**src/rtl/iop_pkg.sv**
```systemverilog
package iop_pkg;
  localparam int ADDR_W  = 32;
  localparam int PORT_W  = 16;
  localparam int WORD_W  = 16;
  localparam int SIZE_W  = 3;
  localparam int SHIFT_W = 3;

  typedef enum logic [1:0] {
    ST_IDLE = 2'd0,
    ST_PTR  = 2'd1,
    ST_MAP  = 2'd2,
    ST_DONE = 2'd3
  } iop_state_e;

  // Byte offset of the permission byte inside the segment, widened first.
  function automatic logic [ADDR_W-1:0] map_offset(input logic [WORD_W-1:0] ptr,
                                                   input logic [PORT_W-1:0] port);
    return ADDR_W'(ptr) + ADDR_W'(port >> SHIFT_W);
  endfunction

  // Two bytes are fetched, so the byte after the offset must be in range too.
  function automatic logic past_limit(input logic [ADDR_W-1:0] off,
                                      input logic [ADDR_W-1:0] lim);
    return ({1'b0, off} + (ADDR_W+1)'(1)) > {1'b0, lim};
  endfunction

  function automatic logic bits_clear(input logic [WORD_W-1:0] word,
                                      input logic [SHIFT_W-1:0] sh,
                                      input logic [SIZE_W-1:0] sz);
    logic [WORD_W-1:0] m;
    m = (WORD_W'(1) << sz) - WORD_W'(1);
    return ((word >> sh) & m) == '0;
  endfunction
endpackage

```
**src/rtl/iop_desc_check.sv**
```systemverilog
module iop_desc_check #(
  parameter int ADDR_W    = 32,
  parameter int TYPE_OK   = 9,
  parameter int MIN_LIMIT = 103
) (
  input  logic              present,
  input  logic [3:0]        seg_type,
  input  logic [ADDR_W-1:0] limit,
  output logic              ok
);
  always_comb begin
    ok = present && (seg_type == 4'(TYPE_OK)) && (limit >= ADDR_W'(MIN_LIMIT));
  end
endmodule

```
**src/rtl/iop_map_window.sv**
```systemverilog
module iop_map_window
  import iop_pkg::*;
(
  input  logic [WORD_W-1:0]  word,
  input  logic [SHIFT_W-1:0] shift,
  input  logic [SIZE_W-1:0]  size,
  output logic               clear
);
  always_comb clear = bits_clear(word, shift, size);
endmodule

```
**src/rtl/iop_seq.sv**
```systemverilog
module iop_seq
  import iop_pkg::*;
#(
  parameter int PTR_OFF = 'h66
) (
  input  logic               clk,
  input  logic               rst_n,
  input  logic               req_valid,
  input  logic [PORT_W-1:0]  req_port,
  input  logic [SIZE_W-1:0]  req_size,
  input  logic [ADDR_W-1:0]  tss_base,
  input  logic [ADDR_W-1:0]  tss_limit,
  input  logic               desc_ok,
  input  logic               mem_rd_valid,
  input  logic [WORD_W-1:0]  mem_rd_data,
  input  logic               map_clear,
  output logic               mem_rd_req,
  output logic [ADDR_W-1:0]  mem_rd_addr,
  output logic [SHIFT_W-1:0] shift_q,
  output logic [SIZE_W-1:0]  size_q,
  output logic               accept,
  output logic               limit_fail,
  output logic               busy,
  output logic               done,
  output logic               allow,
  output logic               fault
);
  iop_state_e        state;
  logic [PORT_W-1:0] port_q;
  logic [ADDR_W-1:0] base_q, limit_q, off_q, off_d;

  always_comb begin
    accept     = req_valid && (state == ST_IDLE);
    off_d      = map_offset(mem_rd_data, port_q);
    limit_fail = (state == ST_PTR) && mem_rd_valid && past_limit(off_d, limit_q);
    busy       = (state != ST_IDLE);
    done       = (state == ST_DONE);
    mem_rd_req = (state == ST_PTR) || (state == ST_MAP);
    mem_rd_addr = (state == ST_MAP) ? (base_q + off_q) : (base_q + ADDR_W'(PTR_OFF));
    shift_q    = port_q[SHIFT_W-1:0];
  end

  always_ff @(posedge clk) begin
    if (!rst_n) begin
      state   <= ST_IDLE;
      port_q  <= '0;
      size_q  <= '0;
      base_q  <= '0;
      limit_q <= '0;
      off_q   <= '0;
      allow   <= 1'b0;
      fault   <= 1'b0;
    end else begin
      case (state)
        ST_IDLE: if (accept) begin
          port_q  <= req_port;
          size_q  <= req_size;
          base_q  <= tss_base;
          limit_q <= tss_limit;
          allow   <= 1'b0;
          fault   <= !desc_ok;
          state   <= desc_ok ? ST_PTR : ST_DONE;
        end
        ST_PTR: if (mem_rd_valid) begin
          if (limit_fail) begin
            fault <= 1'b1;
            state <= ST_DONE;
          end else begin
            off_q <= off_d;
            state <= ST_MAP;
          end
        end
        ST_MAP: if (mem_rd_valid) begin
          allow <= map_clear;
          fault <= !map_clear;
          state <= ST_DONE;
        end
        default: state <= ST_IDLE;
      endcase
    end
  end
endmodule

```
**src/rtl/io_perm_check.sv**
```systemverilog
module io_perm_check
  import iop_pkg::*;
#(
  parameter int PTR_OFF   = 'h66,
  parameter int TYPE_OK   = 9,
  parameter int MIN_LIMIT = 103,
  parameter int GP_VECTOR = 13
) (
  input  logic                  clk,
  input  logic                  rst_n,
  input  logic                  req_valid,
  input  logic [PORT_W-1:0]     req_port,
  input  logic [SIZE_W-1:0]     req_size,
  input  logic                  tss_present,
  input  logic [3:0]            tss_type,
  input  logic [ADDR_W-1:0]     tss_base,
  input  logic [ADDR_W-1:0]     tss_limit,
  output logic                  mem_rd_req,
  output logic [ADDR_W-1:0]     mem_rd_addr,
  input  logic                  mem_rd_valid,
  input  logic [WORD_W-1:0]     mem_rd_data,
  output logic                  busy,
  output logic                  done,
  output logic                  allow,
  output logic                  fault,
  output logic [7:0]            fault_vector,
  output logic [15:0]           fault_err
);
  logic               desc_ok, map_clear, accept, limit_fail;
  logic [SHIFT_W-1:0] shift_q;
  logic [SIZE_W-1:0]  size_q;

  iop_desc_check #(.ADDR_W(ADDR_W), .TYPE_OK(TYPE_OK), .MIN_LIMIT(MIN_LIMIT)) u_desc (
    .present(tss_present), .seg_type(tss_type), .limit(tss_limit), .ok(desc_ok)
  );

  iop_map_window u_win (
    .word(mem_rd_data), .shift(shift_q), .size(size_q), .clear(map_clear)
  );

  iop_seq #(.PTR_OFF(PTR_OFF)) u_seq (
    .clk(clk), .rst_n(rst_n), .req_valid(req_valid), .req_port(req_port),
    .req_size(req_size), .tss_base(tss_base), .tss_limit(tss_limit),
    .desc_ok(desc_ok), .mem_rd_valid(mem_rd_valid), .mem_rd_data(mem_rd_data),
    .map_clear(map_clear), .mem_rd_req(mem_rd_req), .mem_rd_addr(mem_rd_addr),
    .shift_q(shift_q), .size_q(size_q), .accept(accept), .limit_fail(limit_fail),
    .busy(busy), .done(done), .allow(allow), .fault(fault)
  );

  always_comb begin
    fault_vector = fault ? 8'(GP_VECTOR) : 8'd0;
    fault_err    = 16'd0;
  end
endmodule


```
**config.mk**
```make
export PLATFORM = sky130hd
export DESIGN_NAME = io_perm_check
export DESIGN_NICKNAME = d
export VERILOG_FILES = /design/src/rtl/iop_pkg.sv /design/src/rtl/iop_desc_check.sv /design/src/rtl/iop_map_window.sv /design/src/rtl/iop_seq.sv /design/src/rtl/io_perm_check.sv
export SDC_FILE = /design/constraint.sdc
export NUM_CORES = 1
export LEC_CHECK = 0
export CORE_UTILIZATION = 65
export CTS_BUF_LIST = sky130_fd_sc_hd__clkbuf_4
export CTS_CLUSTER_SIZE = 14
export DETAILED_ROUTE_END_ITERATION = 16
export DONT_BUFFER_PORTS = 1
export PLACE_DENSITY = 0.79
export RECOVER_POWER = 50
export SYNTH_ARGS = -nofsm -noshare
export SYNTH_HDL_FRONTEND = slang
export SYNTH_SLANG_ARGS = --single-unit
export TNS_END_PERCENT = 30
```
**constraint.sdc**
```tcl
create_clock -name clk -period 16.9 [get_ports clk]
set_input_delay 5.07 -clock clk [delete_from_list [all_inputs] [get_ports clk]]
set_output_delay 5.07 -clock clk [all_outputs]
set_load 0.005 [all_outputs]
```
After elaboration in Yosys (flattened, before gate mapping) --
Index checks and enable logic that the tools add are counted.
Cells by class: muxes and demuxes 16, reductions and logical operators 18, shift operators 2, bitwise logic cells 2, $add $sub $neg 5, eq/ne operators 8, $lt $le $gt $ge 2
Operators by type and width (number):
- adder 32 x 1 -> 33 bit, second input constant | 1
- greater-than comparator 33 x 32 -> 1 bit | 1
- adder 32 bit | 1
- adder 32 x 7 -> 32 bit, second input constant | 1
- greater-or-equal comparator 32 x 7 -> 1 bit, second input constant | 1
- 2-to-1 mux 32 bit | 1
- adder 16 x 13 -> 17 bit | 1
- AND 16 bit | 1
- logical NOT 16 bit | 1
- left shift 1 x 3 -> 16 bit, first input constant | 1
- right shift 16 x 3 -> 16 bit | 1
- subtractor 16 x 2 -> 16 bit, second input constant | 1
- AND reduction 3 bit | 3
- 2-to-1 mux 2 bit | 4
- != test 2 bit, second input constant | 4
- 2-to-1 mux 1 bit | 7
- case mux 2 bit (3 select lines) | 1
- logical AND 1 bit | 5
- AND reduction 5 bit | 1
- equality test 2 bit, second input constant | 2
- equality test 4 bit, second input constant | 1
- 2-to-1 mux 4 bit | 1
- nonzero test 2 bit | 2
- case mux 1 bit (3 select lines) | 1
- 8 further kinds | 9
Storage, ports and cells: register bits after elaboration 119, logic and storage cells 61, output and inout port bits 61, input port bits 108

Longest topological paths before layout --
depth in word-level cells 7, depth in mapped cells 21, gate-level depth less buffers 20

By module --
Synthesis repeated with hierarchy kept, for this count alone.
Unflattened totals: cells, all modules 1026, area, all modules 8046.5 um^2
By module, submodules not included:
- iop_seq | sequential area each 2082.0 um^2, area each 7136.8 um^2, instances 1, cells each 897
- iop_map_window | sequential area each 0.0 um^2, area each 638.1 um^2, instances 1, cells each 89
- io_perm_check | sequential area each 0.0 um^2, area each 183.9 um^2, instances 1, cells each 25
- iop_desc_check | sequential area each 0.0 um^2, area each 87.6 um^2, instances 1, cells each 15

Worst setup path after synthesis --
OpenSTA, ideal clock, no wires.
kind input -> register, start in mem_rd_data[0], end reg u_seq.off_q[3], data required time 16.772 ns, setup slack 7.523 ns, stages on the path 18, setup time 0.128 ns, buffers on the path 1, data arrival time 9.250 ns, cell sequence ha_1 inv_1 fa_1 nand2b_1 a21oi_1 o21ai_0 o311ai_0 nor3b_1 nand4_1 xor2_1 ha_1 nand4_1 or4_1 o211ai_1 nor2b_1 buf_2 mux2i_1 nor2_1
On the way: longest elaborated chain between the ends 6
RTL lines:
- start: declaration | line io_perm_check.sv:21 | input logic [WORD_W-1:0] mem_rd_data,
- adder 16 x 13 -> 17 bit * | line iop_pkg.sv:18 | return ADDR_W'(ptr) + ADDR_W'(port >> SHIFT_W);
- adder 32 x 1 -> 33 bit | line iop_pkg.sv:24 | return ({1'b0, off} + (ADDR_W+1)'(1)) > {1'b0, lim};
- greater-than comparator 33 x 32 -> 1 bit | line iop_pkg.sv:24
- logical AND 1 bit | line iop_seq.sv:35 | limit_fail = (state == ST_PTR) && mem_rd_valid && past_limit(off_d, limit_q);
- NOT 1 bit (no source line)
- AND reduction 3 bit (no source line)
- end signal: assignment | line iop_seq.sv:50 | off_q <= '0;
- end signal: assignment | line iop_seq.sv:69 | off_q <= off_d;
- end: declaration | line iop_seq.sv:30 | logic [ADDR_W-1:0] base_q, limit_q, off_q, off_d;
Mark *: on every way between the ends. The rest lies on a longest branch, timed or not. A chain may end at the register's enable or synchronous reset.

Worst setup path in the final report --
start in mem_rd_data[0], end reg u_seq.off_q[2]
Same word-level chain as after synthesis.

==> impl_metrics.tcl <==
set metrics [dict create \
    status "finished with violations" \
    violations "capacitance limit, slew limit" \
    drv_slew 84 \
    yosysSeqAreaShare_pct 27.4 \
    async_flop_share_pct 0 \
    worstSetupStartpointType "input port" \
    cts_buffers 9 \
    cp.required_ns 17.26 \
    viasPerCell 5.94 \
    clkTransAtPathRegs_ns 0.17 \
    cp.arrival_ns 10.34 \
    internal_power_uw 518 \
    finalSetupTns_ns 0 \
    io_buffers 0 \
    synthesis.area_sq_um 7600 \
    gp_congestion 0.935 \
    power_density_nw_per_um2 121 \
    yosysWarnings 0 \
    seqPwrFrac_pct 36.0 \
    final_hold_viol_count 0 \
    num_vias 6622 \
    dp_hpwl_mm 13.0 \
    cts_root_buffer "clkbuf_4" \
    synthTopCellsByCount "210 x nand2_1, 135 x a21oi_1, 104 x dfxtp_1" \
    rsz0062_at_grt "no" \
    rows 39 \
    max_slew_margin_pct -119 \
    setup_violations 0 \
    detail_route.first_pass.iterations 5 \
    max_freq_ghz 0.100 \
    fin_crit_ns 9.98 \
    fin_nets 1132 \
    start_util_pct 66.5 \
    overflow 0 \
    insertedDiodeCount 0 \
    ant_nets 0 \
    gr-usage-all-layers_pct 29.1 \
    yosysMostFrequentCell "nand2_1" \
    wl_mm 17.4 \
    maxCapViolations 1 \
    cts_tree "built" \
    crit_fanout 21 \
    core_sq_um 11400 \
    grt_antenna_before_repair 0 \
    hold_path_class "flip-flop to flip-flop" \
    worst_setup_path_end_kind "flip-flop" \
    hold_buffers 0 \
    worst_pin_slew_ns 3.28 \
    h-tree-depth 3 \
    die_h_um 110 \
    ir_drop_v 0.0000906 \
    whs_ns 0.466 \
    grt_pass1_wl_mm 27.6 \
    post_cts_buffers 0 \
    synthCells 998 \
    fillCellCount 1035 \
    ys.flop_type "dfxtp_1" \
    yosysTopAreaCell "dfxtp_1" \
    grt_pass1_vias 5918 \
    p_sw_uw 413 \
    clock_power_share_pct 15.7 \
    synth_top_area_share_pct 27.4 \
    drive_gt1_share_pct 4.33 \
    drc 0 \
    grt_max_degree 104 \
    wire_per_inst_um 15.6 \
    syn_to_final_growth_pct 1.32 \
    synth_seq_cells 104 \
    min_period_over_period_pct 59.1 \
    path_class "input port to flip-flop" \
    clock_sinks 104 \
    die_w_um 110 \
    total_leakage_power_nw 2.98 \
    syn_avg_cell_area_sq_um 7.61 \
    yosys-top-cells-area "dfxtp_1 27%, nand2_1 10%, ha_1 9.2%" \
    clock_latency_ns 0.49 \
    ys_types 64 \
    drtIter0Drc 330 \
    synth_edf_count 0 \
    swShare_pct 44.4 \
    cts.repair.resized 0 \
    ioPinCount 169 \
    skew_ns 0.0188 \
    clock_path_buffers 2 \
    die_area_sq_um 12100 \
    power_frac_comb_pct 48.3 \
]
-- cell type report --
class | count | area, sq um | share of cell area [%]
multi-input combinational | 797 | 5060 | 65.7
inverter | 50 | 188 | 2.44
sequential | 104 | 2080 | 27.0
tap | 143 | 179 | 2.32
timing repair buffer | 4 | 26.3 | 0.341
clock buffer | 9 | 67.6 | 0.878
clock inverter | 7 | 100 | 1.30
-- sequential cells by signal (all words and copies together), names as in the netlist --
register       count
u_seq.allow        1
u_seq.base_q      32
u_seq.fault        1
u_seq.limit_q     32
u_seq.off_q       17
u_seq.port_q      16
u_seq.size_q       3
u_seq.state        2
-- power groups by stage --
| stage | logic, mW | registers, mW | clock network [mW] |
|---|---|---|---|
| global placement | 0.434 | 0.339 | 0 |
| detailed placement | 0.442 | 0.340 | 0 |
| CTS | 0.444 | 0.335 | 0.149 |
| finish | 0.450 | 0.335 | 0.146 |
| floorplan | 0.373 | 0.320 | 0 |
| global route | 0.509 | 0.342 | 0.159 |
-- final timing paths --
kind | from | to | slack [ns] | depth (start not counted)
worst max-delay path | mem_rd_data[0] | u_seq.off_q[2] | 6.92 | 17
worst min-delay path | u_seq.limit_q[4] | u_seq.limit_q[4] | 0.47 | 2
worst max register to register | u_seq.port_q[3] | u_seq.off_q[2] | 11.10 | 17
worst min register to register | u_seq.limit_q[4] | u_seq.limit_q[4] | 0.47 | 2
-- layout by cell type, fill, tap and decap left out, types with 3 or more instances in the layout --
cell type  count
a211oi_1       9
a21boi_0       3
a21o_1        14
a21oi_1      135
a31o_2         3
a31oi_1        6
and3_1         6
and4_1         5
buf_4          3
clkbuf_4       9
conb_1        22
dfxtp_1      104
ha_1          56
inv_1         49
mux2i_1       20
mux4_1         5
mux4_2         8
nand2_1      209
nand2b_1      11
nand3_1       23
nand3b_1       3
nand4_1       13
nand4b_1       3
nor2_1        57
nor2b_1        6
nor3_1         9
nor3b_1        3
nor4_1        11
o211ai_1      12
o21ai_0       27
o21bai_1       4
or3_1          6
xnor2_1       46
xor2_1        23
-- critical path, cell delays in order --
cell and delay [ns]:
ha_1 0.16, inv_1 0.06, fa_1 0.40, nand2b_1 0.18
a21oi_1 0.24, o21ai_0 0.19, o311ai_0 0.70, nor3b_1 0.49
nand4_1 0.20, xor2_1 0.19, ha_1 0.29, nand4_1 0.10
or4_1 0.57, o211ai_1 0.23, nor2b_2 0.92, mux2i_1 0.28
nor2_1 0.05
-- logic make-up after synthesis --
| logic type | count (synthesis) | synth area share, % |
|---|---|---|
| AO/OA/AOI/OAI | 239 | 18.6 |
| XOR/XNOR | 69 | 7.95 |
| adder cells (fa/ha/maj) | 58 | 9.75 |
| buffers and inverters | 118 | 7.18 |
| flip-flops | 104 | 27.4 |
| multiplexers | 34 | 6.88 |
| other | 1 | 0.0494 |
| AND/OR/NAND/NOR | 375 | 22.2 |
-- through the flow --
| stage | power [mW] | util [%] | cell area (sq um) | setup WS [ns] | std cells |
|---|---|---|---|---|---|
| after floorplan | 0.694 | - | 7680 | 7.52 | 1019 |
| after global placement | 0.773 | 66.0 | 7530 | 6.59 | 1098 |
| after detailed placement | 0.782 | 66.0 | 7530 | 6.46 | 1098 |
| after CTS | 0.928 | 67.5 | 7700 | 7.01 | 1114 |
| after global routing | 1.01 | 67.4 | 7700 | 6.53 | 1114 |
| final | 0.931 | 67.4 | 7700 | 6.92 | 1114 |
-- routing by layer --
| layer | routed length (um) | vias to the layer above | GRT usage (%) | part of all wire, % |
|---|---|---|---|---|
| met3 | 1070 | 23 | 6.58 | 6.1 |
| met1 | 8000 | 3021 | 37.8 | 46 |
| met2 | 8020 | 199 | 47.9 | 46 |
| met5 | 0 | - | 0 | 0 |
| met4 | 312 | 0 | 9.59 | 1.8 |
| li1 | - | 3379 | - | - |
Power figures use the tool's default switching activity.
